### config.mk
export PLATFORM = sky130hd
export DESIGN_NAME = sync_tx_engine
export DESIGN_NICKNAME = d
export VERILOG_FILES = /design/src/rtl/sst_pkg.sv /design/src/rtl/sst_event_gen.sv /design/src/rtl/sst_shifter.sv /design/src/rtl/sync_tx_engine.sv
export SDC_FILE = /design/constraint.sdc
export NUM_CORES = 1
export LEC_CHECK = 0
export BUFFER_PORTS_ARGS = -buffer_cell sky130_fd_sc_hd__buf_2
export CAP_MARGIN = 20
export CORE_MARGIN = 1.5
export CORE_UTILIZATION = 37
export CTS_CLUSTER_SIZE = 25
export DETAILED_ROUTE_END_ITERATION = 6
export REMOVE_ABC_BUFFERS = 1
export SYNTH_ARGS = -nofsm -noshare
export SYNTH_HDL_FRONTEND = slang
export SYNTH_HIERARCHICAL = 1
export SYNTH_SLANG_ARGS = --single-unit
### constraint.sdc
create_clock -name clk -period 3.6 [get_ports clk]
set_input_delay 0.36 -clock clk [delete_from_list [all_inputs] [get_ports clk]]
set_output_delay 0.36 -clock clk [all_outputs]
set_load 0.02 [all_outputs]
### src/rtl/sst_pkg.sv
package sst_pkg;
  typedef enum logic { CLK_INTERNAL = 1'b0, CLK_EXTERNAL = 1'b1 } clk_src_e;
  typedef enum logic { PH_EVEN = 1'b0, PH_ODD = 1'b1 } phase_e;

  // Events are numbered from 1, so event number = count + 1.
  // That number is even exactly when the count's low bit is 1.
  function automatic logic drive_on_event(input logic cnt_lsb, input phase_e ph);
    return (ph == PH_EVEN) ? cnt_lsb : ~cnt_lsb;
  endfunction
endpackage

### src/rtl/sst_event_gen.sv
module sst_event_gen #(
  parameter int TMR_W  = 16,
  parameter int SYNC_N = 2
) (
  input  logic             clk,
  input  logic             rst_n,
  input  logic             load,
  input  logic             busy,
  input  logic             ext_sel,
  input  logic [TMR_W-1:0] half_period,
  input  logic             idle_level,
  input  logic             sck_in,
  output logic             int_ev,
  output logic             ext_ev,
  output logic             sck_out
);
  import sst_pkg::*;

  localparam int PIPE_W = SYNC_N + 1;

  logic [TMR_W-1:0]  tmr_q;
  logic [TMR_W-1:0]  evt_time_q;
  logic [TMR_W-1:0]  hp_q;
  clk_src_e          src_q;
  logic [PIPE_W-1:0] pipe_q;
  logic              sck_q;
  logic              sync_edge;

  function automatic logic [TMR_W-1:0] next_time(input logic [TMR_W-1:0] base,
                                                 input logic [TMR_W-1:0] step);
    return base + step;
  endfunction

  // Timer compare and rescheduling
  always_ff @(posedge clk or negedge rst_n) begin
    if (!rst_n) begin
      tmr_q      <= '0;
      evt_time_q <= '0;
      hp_q       <= '0;
      src_q      <= CLK_INTERNAL;
    end else begin
      tmr_q <= tmr_q + 1'b1;
      if (load) begin
        src_q      <= clk_src_e'(ext_sel);
        hp_q       <= half_period;
        evt_time_q <= next_time(tmr_q, half_period);
      end else if (int_ev) begin
        evt_time_q <= next_time(evt_time_q, hp_q);
      end
    end
  end

  // Synchronizer stages plus one edge-detect stage
  generate
    for (genvar g = 0; g < PIPE_W; g++) begin : g_pipe
      always_ff @(posedge clk or negedge rst_n) begin
        if (!rst_n) pipe_q[g] <= 1'b0;
        else if (g == 0) pipe_q[g] <= sck_in;
        else pipe_q[g] <= pipe_q[(g == 0) ? 0 : g-1];
      end
    end
  endgenerate

  assign sync_edge = pipe_q[PIPE_W-1] ^ pipe_q[PIPE_W-2];

  assign int_ev = busy && (src_q == CLK_INTERNAL) && (tmr_q == evt_time_q);
  assign ext_ev = busy && (src_q == CLK_EXTERNAL) && sync_edge;

  // Serial clock output
  always_ff @(posedge clk or negedge rst_n) begin
    if (!rst_n)      sck_q <= 1'b0;
    else if (!busy)  sck_q <= idle_level;
    else if (int_ev) sck_q <= ~sck_q;
  end

  assign sck_out = sck_q;
endmodule

### src/rtl/sst_shifter.sv
module sst_shifter #(
  parameter int DATA_W = 8,
  parameter int PORT_W = 8,
  parameter int CNT_W  = 4
) (
  input  logic              clk,
  input  logic              rst_n,
  input  logic              start,
  input  logic [DATA_W-1:0] data_in,
  input  logic              odd_phase,
  input  logic [PORT_W-1:0] port_mask,
  input  logic              ev,
  output logic              load,
  output logic              busy,
  output logic              drive,
  output logic              done_irq,
  output logic [CNT_W-1:0]  cnt,
  output logic [PORT_W-1:0] mask_q,
  output logic [PORT_W-1:0] port_out
);
  import sst_pkg::*;

  localparam int EVENTS = 2 * DATA_W;
  localparam logic [CNT_W-1:0] LAST = CNT_W'(EVENTS - 1);

  logic [DATA_W-1:0] shreg_q;
  logic [CNT_W-1:0]  cnt_q;
  logic [PORT_W-1:0] port_q;
  phase_e            phase_q;
  logic              busy_q;
  logic              done_q;

  function automatic logic [PORT_W-1:0] merge_bit(input logic [PORT_W-1:0] cur,
                                                  input logic [PORT_W-1:0] sel,
                                                  input logic              b);
    return (cur & ~sel) | (sel & {PORT_W{b}});
  endfunction

  assign load  = start && !busy_q;
  assign drive = busy_q && ev && drive_on_event(cnt_q[0], phase_q);

  always_ff @(posedge clk or negedge rst_n) begin
    if (!rst_n) begin
      shreg_q <= '0;
      cnt_q   <= '0;
      port_q  <= '0;
      mask_q  <= '0;
      phase_q <= PH_EVEN;
      busy_q  <= 1'b0;
      done_q  <= 1'b0;
    end else begin
      done_q <= 1'b0;
      if (load) begin
        shreg_q <= data_in;
        cnt_q   <= '0;
        mask_q  <= port_mask;
        phase_q <= phase_e'(odd_phase);
        busy_q  <= 1'b1;
      end else if (busy_q && ev) begin
        cnt_q <= cnt_q + 1'b1;
        if (drive) begin
          port_q  <= merge_bit(port_q, mask_q, shreg_q[0]);
          shreg_q <= shreg_q >> 1;
        end
        if (cnt_q == LAST) begin
          busy_q <= 1'b0;
          done_q <= 1'b1;
        end
      end
    end
  end

  assign busy     = busy_q;
  assign done_irq = done_q;
  assign cnt      = cnt_q;
  assign port_out = port_q;
endmodule

### src/rtl/sync_tx_engine.sv
module sync_tx_engine #(
  parameter int DATA_W = 8,
  parameter int PORT_W = 8,
  parameter int TMR_W  = 16,
  parameter int SYNC_N = 2
) (
  input  logic              clk,
  input  logic              rst_n,
  input  logic              start,
  input  logic [DATA_W-1:0] data_in,
  input  logic              ext_mode,
  input  logic              odd_phase,
  input  logic              idle_level,
  input  logic [TMR_W-1:0]  half_period,
  input  logic [PORT_W-1:0] port_mask,
  input  logic              sck_in,
  output logic              sck_out,
  output logic [PORT_W-1:0] port_out,
  output logic              busy,
  output logic              done_irq
);
  localparam int EVENTS = 2 * DATA_W;
  localparam int CNT_W  = $clog2(EVENTS);

  logic             load;
  logic             int_ev;
  logic             ext_ev;
  logic             ev;
  logic             drive;
  logic [CNT_W-1:0] cnt;
  logic [PORT_W-1:0] mask_q;

  assign ev = int_ev | ext_ev;

  sst_event_gen #(.TMR_W(TMR_W), .SYNC_N(SYNC_N)) u_evgen (
    .clk(clk), .rst_n(rst_n), .load(load), .busy(busy),
    .ext_sel(ext_mode), .half_period(half_period), .idle_level(idle_level),
    .sck_in(sck_in), .int_ev(int_ev), .ext_ev(ext_ev), .sck_out(sck_out)
  );

  sst_shifter #(.DATA_W(DATA_W), .PORT_W(PORT_W), .CNT_W(CNT_W)) u_shift (
    .clk(clk), .rst_n(rst_n), .start(start), .data_in(data_in),
    .odd_phase(odd_phase), .port_mask(port_mask), .ev(ev),
    .load(load), .busy(busy), .drive(drive), .done_irq(done_irq),
    .cnt(cnt), .mask_q(mask_q), .port_out(port_out)
  );
endmodule

=== Word-level counts from Yosys, hierarchy flattened ===
Index checks and enable logic that the tools add are counted.

* Flip-flop bits (word level): 84
* Latch bits: 0
* Memory bits (writable): 0
* Memory bits (read-only): 0
* Output and inout bits: 11
* Logic and storage cells: 63
* Memories kept: 0

* $add $sub $neg: 4
* Multiply operators: 0
* Divide/modulo/power cells: 0
* Magnitude comparators: 0
* Eq/ne operators: 3
* Shifts and indexed selects: 0
* Mux-type cells: 16
* Bitwise logic cells: 10
* Reductions and logical operators: 15

{| class="wikitable"
|+ Operator list
! operator !! number
|-
| $add 16x16->16 || 2
|-
| $mux 16 || 2
|-
| $mux 8 || 3
|-
| $add 16x1->16 const B || 1
|-
| $and 8x8->8 || 2
|-
| $eq 16x16->1 || 1
|-
| $mux 1 || 9
|-
| $mux 4 || 2
|-
| $not 8->8 || 1
|-
| $or 8x8->8 || 1
|-
| $reduce_bool 2->1 || 4
|-
| $logic_and 1x1->1 || 7
|-
| $add 4x1->4 const B || 1
|-
| $eq 4x4->1 const B || 1
|-
| $not 1->1 || 4
|-
| $reduce_and 2->1 || 2
|-
| $reduce_and 3->1 || 1
|-
| $ne 2x2->1 const B || 1
|-
| $logic_not 1->1 || 1
|-
| $or 1x1->1 || 1
|-
| $xor 1x1->1 || 1
|}

=== Depth between registers and ports, before layout ===
* Word-level depth: 9
* Mapped depth: 10

=== Modules after synthesis ===
The synthesis kept the hierarchy.

{| class="wikitable"
|+ Modules (own cells, without submodules)
! module !! times used !! cells each !! area each (um^2) !! sequential area each (um^2)
|-
| sst_event_gen || 1 || 372 || 3,673.5 || 1,326.3
|-
| sst_shifter || 1 || 121 || 1,397.6 || 775.7
|-
| sync_tx_engine || 1 || 1 || 6.3 || 0.0
|}

=== Worst setup path before layout ===
OpenSTA, ideal clock, no wires.

* Path kind: register to register
* Start point: register u_evgen.tmr_q[0]
* End point: register u_evgen.evt_time_q[14]
* Setup time: 0.134 ns
* Data arrival time: 2.198 ns
* Path slack: 1.268 ns
* Stages on the path, launching flop included: 10
* Path through: dfrtp_1 > ha_1 > fa_1 > a21oi_1 > o21ai_0 > a221oi_1 > o21ai_0 > xor2_1 > nand2_1 > o21ai_0

* Longest elaborated chain between the ends: 3
* Elaborated cells between the ends (all ways): 5
* Classes of those cells: 1 x add/sub; 1 x eq/ne; 1 x mux; 2 x reduce/logical

{| class="wikitable"
|+ RTL lines
! element !! line !! source
|-
| start: declaration || sst_event_gen.sv:21 || <nowiki>logic [TMR_W-1:0] tmr_q;</nowiki>
|-
| start signal: assignment || sst_event_gen.sv:42 || <nowiki>tmr_q <= tmr_q + 1'b1;</nowiki>
|-
| parallel branches: the longest is 3 deep, another holds $add 16x16->16 || - ||
|-
| end signal: assignment || sst_event_gen.sv:46 || <nowiki>evt_time_q <= next_time(tmr_q, half_period);</nowiki>
|-
| end signal: assignment || sst_event_gen.sv:48 || <nowiki>evt_time_q <= next_time(evt_time_q, hp_q);</nowiki>
|-
| end: declaration || sst_event_gen.sv:22 || <nowiki>logic [TMR_W-1:0] evt_time_q;</nowiki>
|}

Several ways; the timed one is not identified.
A chain may end at the register's enable or synchronous reset.

=== Worst setup path after layout ===
* Start point: register u_evgen.tmr_q[12]
* End point: register u_shift.shreg_q[5]

* Longest elaborated chain between the ends: 7
* Elaborated cells between the ends (all ways): 8
* Classes of those cells: 1 x eq/ne; 1 x bitwise; 6 x reduce/logical

{| class="wikitable"
|+ RTL lines
! element !! line !! source
|-
| $eq 16x16->1 (*) || sst_event_gen.sv:66 || <nowiki>assign int_ev = busy && (src_q == CLK_INTERNAL) && (tmr_q == evt_time_q);</nowiki>
|-
| $logic_and 1x1->1 (*) || sst_event_gen.sv:66 ||
|-
| via int_ev || sync_tx_engine.sv:26 || <nowiki>logic int_ev;</nowiki>
|-
| $or 1x1->1 (*) || sync_tx_engine.sv:33 || <nowiki>assign ev = int_ev | ext_ev;</nowiki>
|-
| via ev || sync_tx_engine.sv:28 || <nowiki>logic ev;</nowiki>
|-
| $logic_and 1x1->1 (*) || sst_shifter.sv:40, sst_shifter.sv:59 ||
|-
| $logic_and 1x1->1 || sst_shifter.sv:40 || <nowiki>assign drive = busy_q && ev && drive_on_event(cnt_q[0], phase_q);</nowiki>
|-
| $reduce_bool 2->1 (no line) || - ||
|-
| $reduce_and 2->1 (no line) (*) || - ||
|-
| end signal: assignment || sst_shifter.sv:54 || <nowiki>shreg_q <= data_in;</nowiki>
|-
| end signal: assignment || sst_shifter.sv:63 || <nowiki>shreg_q <= shreg_q >> 1;</nowiki>
|-
| end: declaration || sst_shifter.sv:26 || <nowiki>logic [DATA_W-1:0] shreg_q;</nowiki>
|}

The timed path passes the listed nets; every way through them passes the cells marked *.

==> metrics list <==
- Top flip-flop cell by instance count after synthesis: sky130_fd_sc_hd__dfrtp_1
- Met3 track demand over resource in global routing: 0.04373
- Clock latency at the later pin of the worst-skew pair: 350 ps
- Yosys printed 6 warnings.
- Between clock sinks in the finished design, the worst skew comes to 9.435 ps.
- The first routing iteration left 170 violations.
- Remaining antenna violation count after routing: 0
- R2r startpoint: u_evgen/tmr_q[12]$_DFF_PN0_
- Global routing's busiest layer: met2
* Area of the placeable core: about 0.013 mm²
- After layout, the worst setup slack is ~550 ps.
* Initial antenna violation count: 0
- For this design the ratio of total power to cell area is around 520 mW/mm².
* Arr. time, crit path: approximately 3300 ps
- Top-level I/O count: 50
- The analysis attributes to cell leakage a power of 2.703 nW.
- Yosys attributes the largest share of cell area to sky130_fd_sc_hd__dfrtp_1 41%, sky130_fd_sc_hd__ha_1 7.9%, sky130_fd_sc_hd__xnor2_1 5.3%, sky130_fd_sc_hd__xor2_1 5.2%, sky130_fd_sc_hd__nand2_1 4.7%.
* Highest clock frequency the design can meet: about 330 MHz
- Largest net degree at the start of global routing: between 70 and 80
- Counting tap cells, the placed design contains a total of 710 instances.
- CTS Root Buffer Type: sky130_fd_sc_hd__clkbuf_16
- By startpoint and endpoint, the worst setup path is classified as reg -> reg.
* Status: finished clean
- Number of synthesized flops with an enable pin: 0
- Internal power comes to roughly 2.1 mW.
* Biggest area consumer among synthesized cells: sky130_fd_sc_hd__dfrtp_1
- Worst ir drop on vdd: ~0.24 mV
- After synthesis, the share of flip-flops with an asynchronous set or reset is 1.000.
- Net switching power: 953.3 µW
- Sum of overflow across all layers after global routing: 0
- TritonCTS built the clock tree.
- Die Area: roughly 0.014 mm²
- Final core area utilization: 0.4368
* Reg2reg setup slack: 550 ps
- Startpoint of the lowest-slack hold path: sck_in
* Net count, final: 618
- In this run the critical register-to-register path is captured at u_shift/shreg_q[5]$_DFFE_PN0P_.
* Clock tree buffer depth: 2
* Clock slew at the register clock pins of the worst setup and hold paths: approximately 60 ps
* H-tree levels: 3
- The number of antenna diodes in the final layout is 0.
* Cells on Worst Hold Path: 1
- The first global-routing pass estimated ~19 mm of wire.
- In the global route stage, overall resource usage came out at 0.1722.
- The most common cell in the synthesized netlist is sky130_fd_sc_hd__dfrtp_1.
- Required time at the worst-slack endpoint: 3820 ps
- In this run the worst hold path is classified as in -> reg.
- Input and output buffers added on the ports amount to 49.
* Proportion of total power due to net switching: 0.3158
* Worst relative slew slack: 0.3804
- Post-cts gate resize count: 0
* Tmin final: 3055 ps
- At the pin with the least slew margin, the transition time is between 900 and 1000 ps.
* Filler-free cell count of the finished design: approximately 730
- The worst setup path is captured at a flop.
- The initial utilization of the core area, before any placement, comes to 0.3819.
* Row Count: 42
* Length in cells of the worst reg-to-reg path: 8
- In the global route stage, met2 resource usage came out at 0.2718.
- Mean instance size in the synthesized netlist: 10.28 µm²
* Largest fanout on the critical path: 12
* Number of clock sinks: 84
* Number of buffers added to fix hold violations after cts: 0
- First-pass iteration count of the detailed router: 4
* Final total negative setup slack: 0 ps
- STA classifies the critical path startpoint as a flop.
- Dividing the detail-routed wire length by the instance count gives about 16 µm.
- Setup Buffers After CTS: 0
- The number of global-route vias before repair is a little under 4000.
* Global placer's final weighted congestion: between 0.9 and 1
- Vias: around 3800
- The path with the worst hold slack has its endpoint at u_evgen/pipe_q[0]$_DFF_PN0_.
- For this run, the register share of the synthesized area comes to 0.4140.
- Share of total power in sequential cells: 0.413
- DRC: 0
- After technology mapping, the gate count stands at roughly 490.
- From synthesis to final layout, the design area changed by 14.37%.
* Area share of the largest cell type after synthesis: 0.4140
- Across the run, the number of max-cap violations was 0.
- Counting distinct cell types in the post-synthesis netlist gives a little over 60.
- Gate power share: 0.274
- The number of max-slew violations in the final report is 0.
- Fraction of layout cells with a size suffix above 1: 0.2109
- Dividing the detail-routed via count by the number of cells gives 5.242.
* Die W: between 100 and 150 µm
- Routed WL: 11.63 mm
- The wire-length estimate of the detail-placed layout is ~8.6 mm.
- Die Span Y: 120.1 µm
* Final hold vios: 0
* Register bit count reported by yosys: 84
- The mapped netlist covers a little over 0.005 mm².
- After synthesis, the most frequently instantiated cells are 84 x sky130_fd_sc_hd__dfrtp_1, 63 x sky130_fd_sc_hd__nand2_1, 32 x sky130_fd_sc_hd__ha_1.
- Setup repair after global routing left no endpoint under its margin.
* Placement-stage worst setup slack: between 600 and 700 ps
* Fraction of power consumed by the clock network: 0.313
- Of the available clock period, the critical path in the final layout requires 0.8485.
- The number of clock buffers added by TritonCTS is 9.
- Final-report setup violation count: 0
- Met1 track utilization from global routing: 0.2300
==> layout by cell type, fill, tap and decap left out, types with 3 or more instances in the layout <==
cell                        instances
sky130_fd_sc_hd__xnor2_1           31
sky130_fd_sc_hd__a31oi_1            3
sky130_fd_sc_hd__mux2_4             7
sky130_fd_sc_hd__and3_1             7
sky130_fd_sc_hd__nor3_1             3
sky130_fd_sc_hd__and3_2             6
sky130_fd_sc_hd__nand4_1            6
sky130_fd_sc_hd__nand3_2            7
sky130_fd_sc_hd__dfrtp_1           84
sky130_fd_sc_hd__mux2i_1           13
sky130_fd_sc_hd__nor2_1            17
sky130_fd_sc_hd__nand2_1           63
sky130_fd_sc_hd__buf_2             48
sky130_fd_sc_hd__nor4_1             3
sky130_fd_sc_hd__mux2_2            18
sky130_fd_sc_hd__nand3_1           20
sky130_fd_sc_hd__inv_1             10
sky130_fd_sc_hd__a21oi_1           26
sky130_fd_sc_hd__xor2_1            30
sky130_fd_sc_hd__and2_2             3
sky130_fd_sc_hd__a221o_1            5
sky130_fd_sc_hd__clkbuf_16          9
sky130_fd_sc_hd__a21o_1             9
sky130_fd_sc_hd__a22o_1             3
sky130_fd_sc_hd__o211ai_1           3
sky130_fd_sc_hd__buf_4              5
sky130_fd_sc_hd__o21ai_0           27
sky130_fd_sc_hd__ha_1              32
sky130_fd_sc_hd__a211oi_1           5
==> sequential cells by signal, indices dropped and copies added (netlist names), named ones only <==
register and flops:
u_evgen/pipe_q 3, u_shift/mask_q 8, u_shift/busy 1, u_shift/cnt 4, u_evgen/sck_out 1, u_shift/phase_q 1, u_evgen/evt_time_q 16, u_shift/done_irq 1
u_evgen/tmr_q 16, u_evgen/src_q 1, u_evgen/hp_q 16, u_shift/shreg_q 8
==> critical path, cell delays in order (launching register included) <==
cell and delay, ps:
sky130_fd_sc_hd__dfrtp_1 440, sky130_fd_sc_hd__xor2_1 190, sky130_fd_sc_hd__nor4_1 470, sky130_fd_sc_hd__nand4b_1 240, sky130_fd_sc_hd__nor3_1 230, sky130_fd_sc_hd__or2_1 220
sky130_fd_sc_hd__and2_1 520, sky130_fd_sc_hd__a21oi_1 260, sky130_fd_sc_hd__a221o_1 360
==> metrics by stage <==
step | hold WS, ps | cell area, µm² | power [mW]
4_1_cts | 123.2 | 5807 | 3.050
3_5_place_dp | 336.3 | 5503 | 2.083
3_3_place_gp | 342.6 | 5503 | 2.058
5_1_grt | 120.7 | 5807 | 3.208
2_1_floorplan | 64.41 | 5005 | 1.840
6_report | 131.2 | 5807 | 3.019
==> per-layer routing <==
layer,routed length (µm),vias to the layer above
li1,-,1873
met1,5644,1842
met2,5253,75
met3,505,16
met4,221,0
met5,0,-
==> worst max-delay path by stage <==
stage	from	endpoint	slack, ps	depth (start not counted)
detailed placement	u_evgen/tmr_q[12]$_DFF_PN0_	u_shift/shreg_q[4]$_DFFE_PN0P_	630	8
CTS	u_evgen/tmr_q[12]$_DFF_PN0_	u_shift/shreg_q[4]$_DFFE_PN0P_	620	8
finish	u_evgen/tmr_q[12]$_DFF_PN0_	u_shift/shreg_q[5]$_DFFE_PN0P_	550	8
global placement	u_evgen/tmr_q[12]$_DFF_PN0_	u_shift/shreg_q[2]$_DFFE_PN0P_	720	8
global route	u_evgen/tmr_q[12]$_DFF_PN0_	u_shift/shreg_q[4]$_DFFE_PN0P_	290	8
floorplan	u_evgen/tmr_q[12]$_DFF_PN0_	u_shift/shreg_q[2]$_DFFE_PN0P_	1130	8
==> power groups by stage <==
| stage | Sequential, mW | Clock [mW] | Combinational (mW) |
|---|---|---|---|
| after global routing | 1.27 | 1.02 | 0.920 |
| after floorplan | 1.28 | 0 | 0.564 |
| after detailed placement | 1.26 | 0 | 0.825 |
| after global placement | 1.25 | 0 | 0.804 |
| final | 1.25 | 0.945 | 0.828 |
| after CTS | 1.25 | 0.973 | 0.831 |
==> cell families (layout without fill, tap and decap cells) <==
kind of cell,after synthesis,count (layout),share of synthesized area
AOI/OAI and AO/OA,103,103,0.1333
xor gates and xnor gates,62,62,0.1084
adders and majority gates,34,34,0.08674
buffers and inverters,24,80,0.02242
DFF,84,84,0.4140
muxes,38,38,0.08625
and+or+nand+nor,149,149,0.1488
==> cell type report <==
type / count / area [µm²]
Clock buffer: 12 / 256.5
Multi-Input combinational cell: 386 / 2861
Clock inverter: 4 / 47.55
Timing Repair Buffer: 53 / 277.8
Fill cell: 1292 / 7488
Inverter: 11 / 41.29
Sequential cell: 84 / 2102
Tap cell: 176 / 220.2
(Power assumes the default switching activity.)
